File: config.mk
export PLATFORM = sky130hd
export DESIGN_NAME = pwc_cache_ctrl
export DESIGN_NICKNAME = d
export VERILOG_FILES = /design/src/rtl/pwc_pkg.sv /design/src/rtl/pwc_addr_split.sv /design/src/rtl/pwc_tag_array.sv /design/src/rtl/pwc_sat_counter.sv /design/src/rtl/pwc_cache_ctrl.sv
export SDC_FILE = /design/constraint.sdc
export NUM_CORES = 1
export LEC_CHECK = 0
export BUFFER_PORTS_ARGS = -buffer_cell sky130_fd_sc_hd__buf_2
export CORE_MARGIN = 3
export CORE_UTILIZATION = 55
export CTS_BUF_LIST = sky130_fd_sc_hd__clkbuf_2
export CTS_CLUSTER_DIAMETER = 50
export DETAILED_ROUTE_END_ITERATION = 16
export HOLD_SLACK_MARGIN = 0.08
export MAX_ROUTING_LAYER = met4
export PLACE_DENSITY = 0.78
export SLEW_MARGIN = 20
export SYNTH_ARGS = -nofsm -noshare
export SYNTH_HDL_FRONTEND = slang
export SYNTH_SLANG_ARGS = --single-unit
File: constraint.sdc
create_clock -name clk -period 6.43 [get_ports clk]
set_input_delay 1.286 -clock clk [delete_from_list [all_inputs] [get_ports clk]]
set_output_delay 1.286 -clock clk [all_outputs]
set_load 0.02 [all_outputs]
File: src/rtl/pwc_pkg.sv
package pwc_pkg;
  typedef enum logic [1:0] {
    ST_IDLE   = 2'd0,
    ST_DEMAND = 2'd1,
    ST_PREF   = 2'd2
  } pwc_state_e;

  localparam int NUM_CNT = 4;
  localparam int CNT_HIT  = 0;
  localparam int CNT_MISS = 1;
  localparam int CNT_RD   = 2;
  localparam int CNT_WR   = 3;
endpackage

File: src/rtl/pwc_addr_split.sv
// Splits a byte address into set index and tag.
module pwc_addr_split #(
  parameter int ADDR_W = 48,
  parameter int OFF_W  = 2,
  parameter int IDX_W  = 2,
  parameter int IDX_WS = 2,
  parameter int TAG_W  = 44
) (
  input  logic [ADDR_W-1:0] addr,
  output logic [IDX_WS-1:0] idx,
  output logic [TAG_W-1:0]  tag
);
  generate
    if (IDX_W == 0) begin : g_one_set
      assign idx = '0;
    end else begin : g_sets
      assign idx = addr[OFF_W +: IDX_W];
    end
  endgenerate

  assign tag = addr[ADDR_W-1 -: TAG_W];
endmodule

File: src/rtl/pwc_tag_array.sv
// Valid bits, tags and per-way LRU ages for every set.
// Age 0 marks the most recent way and WAYS-1 the least recent.
module pwc_tag_array #(
  parameter int SETS   = 4,
  parameter int WAYS   = 2,
  parameter int TAG_W  = 44,
  parameter int IDX_WS = 2,
  parameter int WAY_WS = 1
) (
  input  logic              clk,
  input  logic              rst,
  input  logic [IDX_WS-1:0] lk_idx,
  input  logic [TAG_W-1:0]  lk_tag,
  input  logic              upd_en,
  input  logic              upd_fill,
  input  logic [WAY_WS-1:0] upd_way,
  output logic              hit,
  output logic [WAY_WS-1:0] hit_way,
  output logic [WAY_WS-1:0] victim_way
);
  localparam int AGE_W = WAY_WS;
  localparam logic [AGE_W-1:0] OLDEST = AGE_W'(WAYS - 1);

  logic             valid_q [SETS][WAYS];
  logic [TAG_W-1:0] tag_q   [SETS][WAYS];
  logic [AGE_W-1:0] age_q   [SETS][WAYS];

  logic              inv_any;
  logic [WAY_WS-1:0] inv_way;
  logic [WAY_WS-1:0] lru_way;

  always_comb begin
    hit     = 1'b0;
    hit_way = '0;
    for (int w = 0; w < WAYS; w++) begin
      if (valid_q[lk_idx][w] && (tag_q[lk_idx][w] == lk_tag)) begin
        hit     = 1'b1;
        hit_way = WAY_WS'(w);
      end
    end
  end

  // Lowest-numbered invalid way wins; otherwise the oldest way.
  always_comb begin
    inv_any = 1'b0;
    inv_way = '0;
    lru_way = '0;
    for (int w = WAYS - 1; w >= 0; w--) begin
      if (!valid_q[lk_idx][w]) begin
        inv_any = 1'b1;
        inv_way = WAY_WS'(w);
      end
      if (age_q[lk_idx][w] == OLDEST) begin
        lru_way = WAY_WS'(w);
      end
    end
    victim_way = inv_any ? inv_way : lru_way;
  end

  always_ff @(posedge clk) begin
    if (rst) begin
      for (int s = 0; s < SETS; s++) begin
        for (int w = 0; w < WAYS; w++) begin
          valid_q[s][w] <= 1'b0;
          age_q[s][w]   <= AGE_W'(w);
        end
      end
    end else if (upd_en) begin
      if (upd_fill) begin
        valid_q[lk_idx][upd_way] <= 1'b1;
      end
      for (int w = 0; w < WAYS; w++) begin
        if (WAY_WS'(w) == upd_way) begin
          age_q[lk_idx][w] <= '0;
        end else if (age_q[lk_idx][w] < age_q[lk_idx][upd_way]) begin
          age_q[lk_idx][w] <= age_q[lk_idx][w] + 1'b1;
        end
      end
    end
  end

  // Tags carry no reset so the array can map onto plain storage.
  always_ff @(posedge clk) begin
    if (upd_en && upd_fill) begin
      tag_q[lk_idx][upd_way] <= lk_tag;
    end
  end
endmodule

File: src/rtl/pwc_sat_counter.sv
// Event counter that holds at all-ones.
module pwc_sat_counter #(
  parameter int CNT_W = 32
) (
  input  logic             clk,
  input  logic             rst,
  input  logic             inc,
  output logic [CNT_W-1:0] count
);
  always_ff @(posedge clk) begin
    if (rst) begin
      count <= '0;
    end else if (inc && (count != '1)) begin
      count <= count + 1'b1;
    end
  end
endmodule

File: src/rtl/pwc_cache_ctrl.sv
// Tag controller for a write-through LRU cache with next-block prefetch.
module pwc_cache_ctrl
  import pwc_pkg::*;
#(
  parameter int CACHE_BYTES = 32,
  parameter int BLOCK_BYTES = 4,
  parameter int WAYS        = 2,
  parameter int ADDR_W      = 48,
  parameter int CNT_W       = 32
) (
  input  logic              clk,
  input  logic              rst,
  input  logic              pf_enable,
  input  logic              req_valid,
  output logic              req_ready,
  input  logic              req_write,
  input  logic [ADDR_W-1:0] req_addr,
  output logic              resp_valid,
  output logic              resp_hit,
  output logic              mem_rd,
  output logic              mem_wr,
  output logic [ADDR_W-1:0] mem_addr,
  output logic [CNT_W-1:0]  hit_count,
  output logic [CNT_W-1:0]  miss_count,
  output logic [CNT_W-1:0]  rd_count,
  output logic [CNT_W-1:0]  wr_count
);
  localparam int LINES  = CACHE_BYTES / BLOCK_BYTES;
  localparam int SETS   = LINES / WAYS;
  localparam int OFF_W  = $clog2(BLOCK_BYTES);
  localparam int IDX_W  = $clog2(SETS);
  localparam int IDX_WS = (IDX_W == 0) ? 1 : IDX_W;
  localparam int WAY_W  = $clog2(WAYS);
  localparam int WAY_WS = (WAY_W == 0) ? 1 : WAY_W;
  localparam int TAG_W  = ADDR_W - OFF_W - IDX_W;
  localparam int BLK_W  = ADDR_W - OFF_W;

  pwc_state_e        state_q;
  logic [BLK_W-1:0]  blk_q;
  logic              wr_q;
  logic              pf_q;

  logic [ADDR_W-1:0] lk_addr;
  logic [IDX_WS-1:0] lk_idx;
  logic [TAG_W-1:0]  lk_tag;
  logic              hit;
  logic [WAY_WS-1:0] hit_way;
  logic [WAY_WS-1:0] victim_way;
  logic              in_demand;
  logic              in_pref;
  logic              upd_en;
  logic              fill_rd;

  logic              resp_valid_q, resp_hit_q, mem_rd_q, mem_wr_q;
  logic [ADDR_W-1:0] mem_addr_q;

  assign lk_addr   = ADDR_W'(blk_q) << OFF_W;
  assign in_demand = (state_q == ST_DEMAND);
  assign in_pref   = (state_q == ST_PREF);
  // A resident prefetch target touches nothing.
  assign upd_en    = in_demand || (in_pref && !hit);
  assign fill_rd   = upd_en && !hit;

  pwc_addr_split #(
    .ADDR_W(ADDR_W), .OFF_W(OFF_W), .IDX_W(IDX_W),
    .IDX_WS(IDX_WS), .TAG_W(TAG_W)
  ) u_split (
    .addr (lk_addr),
    .idx  (lk_idx),
    .tag  (lk_tag)
  );

  pwc_tag_array #(
    .SETS(SETS), .WAYS(WAYS), .TAG_W(TAG_W),
    .IDX_WS(IDX_WS), .WAY_WS(WAY_WS)
  ) u_tags (
    .clk        (clk),
    .rst        (rst),
    .lk_idx     (lk_idx),
    .lk_tag     (lk_tag),
    .upd_en     (upd_en),
    .upd_fill   (!hit),
    .upd_way    (hit ? hit_way : victim_way),
    .hit        (hit),
    .hit_way    (hit_way),
    .victim_way (victim_way)
  );

  // Sequencer: accept, demand lookup, optional prefetch lookup.
  always_ff @(posedge clk) begin
    if (rst) begin
      state_q <= ST_IDLE;
      blk_q   <= '0;
      wr_q    <= 1'b0;
      pf_q    <= 1'b0;
    end else begin
      unique case (state_q)
        ST_IDLE: begin
          if (req_valid) begin
            state_q <= ST_DEMAND;
            blk_q   <= req_addr[ADDR_W-1:OFF_W];
            wr_q    <= req_write;
            pf_q    <= pf_enable;
          end
        end
        ST_DEMAND: begin
          if (!hit && pf_q) begin
            state_q <= ST_PREF;
            blk_q   <= blk_q + 1'b1;   // wraps modulo 2^48
          end else begin
            state_q <= ST_IDLE;
          end
        end
        default: state_q <= ST_IDLE;
      endcase
    end
  end

  assign req_ready = (state_q == ST_IDLE);

  // Registered event outputs.
  always_ff @(posedge clk) begin
    if (rst) begin
      resp_valid_q <= 1'b0;
      resp_hit_q   <= 1'b0;
      mem_rd_q     <= 1'b0;
      mem_wr_q     <= 1'b0;
      mem_addr_q   <= '0;
    end else begin
      resp_valid_q <= in_demand;
      resp_hit_q   <= in_demand && hit;
      mem_rd_q     <= fill_rd;
      mem_wr_q     <= in_demand && wr_q;
      if (upd_en) begin
        mem_addr_q <= lk_addr;
      end
    end
  end

  assign resp_valid = resp_valid_q;
  assign resp_hit   = resp_hit_q;
  assign mem_rd     = mem_rd_q;
  assign mem_wr     = mem_wr_q;
  assign mem_addr   = mem_addr_q;

  // Counters; prefetch fills reach only the read counter.
  logic [NUM_CNT-1:0] cnt_inc;
  logic [CNT_W-1:0]   cnt_val [NUM_CNT];

  assign cnt_inc[CNT_HIT]  = in_demand && hit;
  assign cnt_inc[CNT_MISS] = in_demand && !hit;
  assign cnt_inc[CNT_RD]   = fill_rd;
  assign cnt_inc[CNT_WR]   = in_demand && wr_q;

  generate
    for (genvar g = 0; g < NUM_CNT; g++) begin : g_cnt
      pwc_sat_counter #(.CNT_W(CNT_W)) u_cnt (
        .clk   (clk),
        .rst   (rst),
        .inc   (cnt_inc[g]),
        .count (cnt_val[g])
      );
    end
  endgenerate

  assign hit_count  = cnt_val[CNT_HIT];
  assign miss_count = cnt_val[CNT_MISS];
  assign rd_count   = cnt_val[CNT_RD];
  assign wr_count   = cnt_val[CNT_WR];
endmodule

Word-level counts from Yosys, hierarchy flattened
Memories as Yosys holds them, arrays and structs flattened. A register that Yosys moved wholly into a read port is not among the register bits.
Cells that the tools add are included.
{ "totals": {"regBits": 228, "latch_bits": 0, "ram_bits": 368, "rom_bits": 0, "in_bits": 53, "output_inout_bits": 181, "wordCells": 124, "n_memories": 3} }
{ "mem_list": {"columns": ["memory", "words", "word_bits", "read_ports", "rd_clocked_by_memory_dff", "wr", "line", "text"], "rows": [
  ["u_tags.tag_q", 4, 88, 1, 1, 1, "pwc_tag_array.sv:25", "logic [TAG_W-1:0] tag_q [SETS][WAYS];"],
  ["u_tags.age_q", 4, 2, 1, 1, 4, "pwc_tag_array.sv:26", "logic [AGE_W-1:0] age_q [SETS][WAYS];"],
  ["u_tags.valid_q", 4, 2, 1, 1, 4, "pwc_tag_array.sv:24", "logic valid_q [SETS][WAYS];"]
]} }
{ "op_classes": {"n_addsub": 7, "multipliers": 0, "n_div": 0, "magnitude_cmp": 4, "n_eq_ne": 10, "n_shift": 0, "muxes": 63, "bitwise": 3, "n_reduce_logical": 21} }
{ "op_table": {"columns": ["op", "n"], "rows": [
  ["$add 32x1->32 const B", 4],
  ["$ne 32x32->1 const B", 4],
  ["$mux 46", 2],
  ["$pmux 46 s2", 1],
  ["$eq 44x44->1", 2],
  ["$mux 88", 1],
  ["$add 46x1->46 const B", 1],
  ["$demux 44 s1", 1],
  ["$mux 44", 1],
  ["$mux 1", 40],
  ["$mux 2", 15],
  ["$logic_and 1x1->1", 13],
  ["$pmux 2 s2", 1],
  ["$reduce_or 2->1", 2],
  ["$reduce_and 3->1", 1],
  ["$add 1x1->1 const B", 2],
  ["$eq 2x1->1 const B", 1],
  ["$eq 2x2->1 const B", 1],
  ["$ge 2x2->1 const B", 1],
  ["$logic_not 2->1", 1],
  ["$lt 1x1->1", 2],
  ["$lt 2x1->1 const B", 1],
  ["$ne 2x1->1 const B", 1],
  ["$ne 2x2->1 const B", 1],
  ["7 further kinds", 8]
]} }

Depth between registers and ports, before layout
{ "logic_depth": {"depth_word": 18, "mapped_depth": 17, "ltp_nobuf": 10} }

Cells and area by module
Synthesis repeated with hierarchy kept, for this count alone.
{ "hier_totals": {"hier_cells": 2295, "hier_area_um2": 27045.9} }
{ "modules_own_cells": {"columns": ["module", "instances", "cells_per_inst", "area_per_inst_um2", "seq_area_each_um2"], "rows": [
  ["pwc_tag_array", 1, 787, 14975.6, 10960.5],
  ["pwc_cache_ctrl", 1, 678, 5073.6, 2001.9],
  ["pwc_sat_counter (g_cnt[0].u_cnt ...)", 3, 199, 1674.1, 640.6],
  ["pwc_sat_counter (g_cnt[3].u_cnt)", 1, 187, 1629.1, 640.6],
  ["pwc_addr_split", 1, 46, 345.3, 0.0]
]} }

Worst setup path after synthesis
OpenSTA, ideal clock, no wires.
{ "synth_timing": {"path_type": "register to register", "from": "register (tool-made name)", "to": "memory u_tags.tag_q[0][0] in the netlist's numbering (enable)", "setup_ns": 0.406, "arrival_ns": 3.646, "required_ns": 6.024, "slack_ns": 2.378, "stages_incl_launch_ff": 13, "path_buffers": 7, "period_less_slack_ns": 4.052, "cell_sequence": "dfxtp_1 > buf_6 > buf_8 > buf_6 > buf_2 > buf_2 > buf_2 > mux4_2 > nand2b_1 > nand2_1 > and2_1 > clkbuf_1 > and3_1"} }
{ "synth_rtl": {"columns": ["item", "line"], "rows": [
  ["end, declared", "pwc_tag_array.sv:25"]
]} }

==> summary.md <==
| Metric | Value |
|---|---|
| Outcome | `finished, final reports clean` |
| Boundary Pins | `approximately 230` |
| Drt pass-1 iters | `7` |
| CP startpoint kind | `flop` |
| Critical Path Fanout Max | `54` |
| First-pass GRT wire length | `120000 um` |
| Arrival time worst endpoint | `around 6.5 ns` |
| Largest net degree at the start of global routing | `102` |
| Synth cell count leaders | `edfxtp_1, dfxtp_1, nor2_1` |
| Die Width | `230 um` |
| Die Y | `230 um` |
| Actual slew at the worst max-slew pin | `1.06 ns` |
| CTS tree | `yes` |
| Vias | `between 20000 and 25000` |
| Syn-to-layout area delta | `11.1%` |
| Leading area contributor after synthesis | `edfxtp_1` |
| HP Class | `in -> reg` |
| Post-CTS Setup Inserts | `0` |
| RSZ-0062 raised after global routing | `no` |
| DRC Markers | `0` |
| CP Class | `reg -> reg` |
| Cell Count, Final, Fillers Out | `3352` |
| PortBufs | `roughly 230` |
| Highest clock rate | `0.181 GHz` |
| Post-layout min period | `between 5 and 6 ns` |
| Ys async rst share | `0%` |
| Clk slew on worst S/H paths | `roughly 0.11 ns` |
| Hold-fix buffers, CTS | `1` |
| Row Count | `81` |
| Routed wire length | `78800 um` |
| Clock Path Buffers | `3` |
| Internal | `around 5600 uW` |
| Core area | `approximately 49000 um2` |
| Worst Setup End Kind | `flop` |
| CTS Buf Count | `about 150` |
| Fin Clk Skew | `0.0960 ns` |
| Most frequent cell after synthesis | `edfxtp_1` |
| Post_cts resized | `0` |
| Top cell type's share of synthesized area | `between 30 and 40%` |
| Yosys warns | `0` |
| Final setup vio count | `0` |
| Placed Cells | `~3000` |
| Clk sink count | `roughly 600` |
| CP Data Required Time | `between 7 and 8 ns` |
| Fin. Hold Viols | `0` |
| P_sw | `between 2000 and 2500 uW` |
| Syn Area/Cell | `11.9 um2` |
| Post-DP HPWL | `approximately 52000 um` |
| Share of cells above drive strength 1 | `between 20% and 30%` |
| Sw frac | `roughly 28%` |
| Vias in the first global route | `20600` |
| DRT iter0 DRCs | `between 2000 and 3000` |
| Root Buffer | `clkbuf_2` |
| Final core occ | `62.3%` |
| Wire per inst | `around 24 um` |
| Leak | `approximately 0.011 uW` |
| Worst VDD drop | `0.174 mV` |
| Yosys reg bits | `roughly 600` |
| Initial antenna violation count | `4` |
| MaxCap Viol Count | `0` |
| Gr usage total | `30.4%` |
| Max-Slew Margin vs Limit | `~29%` |
| Ranking of synthesized cells by area | `edfxtp_1, dfxtp_1, mux4_2` |
| GRT overflow | `0` |
| Post-DRT Antenna Nets | `0` |
| # H-tree levels | `4` |
| Part of the power in registers | `55.0%` |
| Fin Hold WS | `slightly above 0.2 ns` |
| Die area | `~53000 um2` |
| Gp weighted congestion | `1.00` |
| Final slew viol count | `0` |
| Netlist cell types | `95` |
| Nets@finish | `between 2000 and 3000` |
| Seq/Total Area, Yosys | `56.5%` |
| Clk pwr share | `approximately a third` |
| Post-Syn Area | `roughly 28000 um2` |
| Vias per cell | `between 6 and 7` |
| Synthesized instance count | `2319` |
| Initial Utilization | `between 50% and 60%` |
| Setup TNS | `0 ns` |
| PD cells | `254 nW/um2` |
| Combinational power share | `11.0%` |
| Synth Flop Type | `edfxtp_1` |
| Count of flip-flops with a built-in enable after synthesis | `between 300 and 400` |
| Worst-Skew Late Latency | `between 1 and 1.5 ns` |
| Part of the cycle the worst path needs | `a little under nine tenths` |
[power groups by stage]
stage / Combinational, uW / Clock (uW) / Sequential, uW
global placement: 810 / 0 / 4360
global route: 898 / 2890 / 4290
finish: 857 / 2650 / 4280
CTS: 832 / 2690 / 4280
floorplan: 599 / 0 / 4300
detailed placement: 829 / 0 / 4360
[state kept, by name, indices dropped and copies added, names as in the netlist, named ones only]
signal,cells
wr_q,1
u_tags.tag_q,352
u_tags.valid_q,8
resp_hit,1
resp_valid,1
blk_q,46
mem_wr,1
g_cnt.u_cnt.count,128
state_q,2
mem_addr,46
u_tags.age_q,8
mem_rd,1
pf_q,1
[path summary, 6_finish.rpt]
kind                                     start                            end  slack, ns  cells past startpoint
setup / recovery                          flop  u_tags.tag_q[1][51]$_DFFE_PP_       0.92                     11
hold / removal                       req_write              wr_q$_SDFFE_PP0P_       0.21                      3
setup reg to reg                          flop  u_tags.tag_q[1][51]$_DFFE_PP_       0.92                     11
hold reg to reg   u_tags.valid_q[2][0]$_DFF_P_   u_tags.valid_q[2][0]$_DFF_P_       0.48                      1
[logic make-up (layout without fill, tap and decap cells)]
group | after synthesis | in the layout | synth area share, %
compound gates | 381 | 381 | 10.1
xor+xnor | 106 | 106 | 3.40
fa+ha+maj | 8 | 8 | 0.364
buf+inv | 202 | 567 | 3.39
flops | 598 | 598 | 56.5
mux | 218 | 218 | 11.1
other cells | 1 | 5 | 0.0136
simple gates | 805 | 805 | 15.1
[final cells by class]
class	instances	area [um2]
diodes	3	7.51
fillers	3804	18500
clock buffers	219	1100
clock inverters	40	287
flip-flops and latches	598	15600
multi-input cells	1520	11100
well taps	664	831
inverters	33	124
repair buffers	275	1590
[cell usage in the layout, fill, tap and decap left out, types with 37 or more instances in the layout]
master and instances:
edfxtp_1 359, dfxtp_1 237, buf_2 228, clkbuf_2 219, nor2_1 215, nand2_1 121
mux2i_1 119, nand3_1 96, xnor2_1 86, nand4_1 74, a21oi_1 69, mux4_2 58
o21ai_0 45, nor3_1 41, buf_4 38, nor2b_1 37
[layer usage]
layer	GRT usage (%)	vias up	wire (um)
met3	8.11	276	7930
met1	38.9	10400	30600
met5	-	-	0
met2	45.4	1278	36400
li1	-	9479	-
met4	14.4	0	3890
[per-stage QoR]
stage                     power (uW)  area, um2  setup slack, ns
after floorplan                 4900      27500             2.38
after global placement          5170      29200             1.34
after detailed placement        5190      29200             1.28
after CTS                       7800      30600             1.17
after global routing            8080      30600            0.810
final                           7780      30600            0.917
[critical path: stages, from the launching register on]
cell and delay, ns:
dfxtp_4 0.97, buf_12 0.31, mux2i_1 0.47, o22ai_1 0.16, a2111o_1 0.40, nor4_1 0.85, nand4_1 0.36, or2_2 0.44
nand2_1 0.15, a21oi_1 0.18, and3_2 0.55, buf_12 0.28
(Power assumes the default switching activity.)
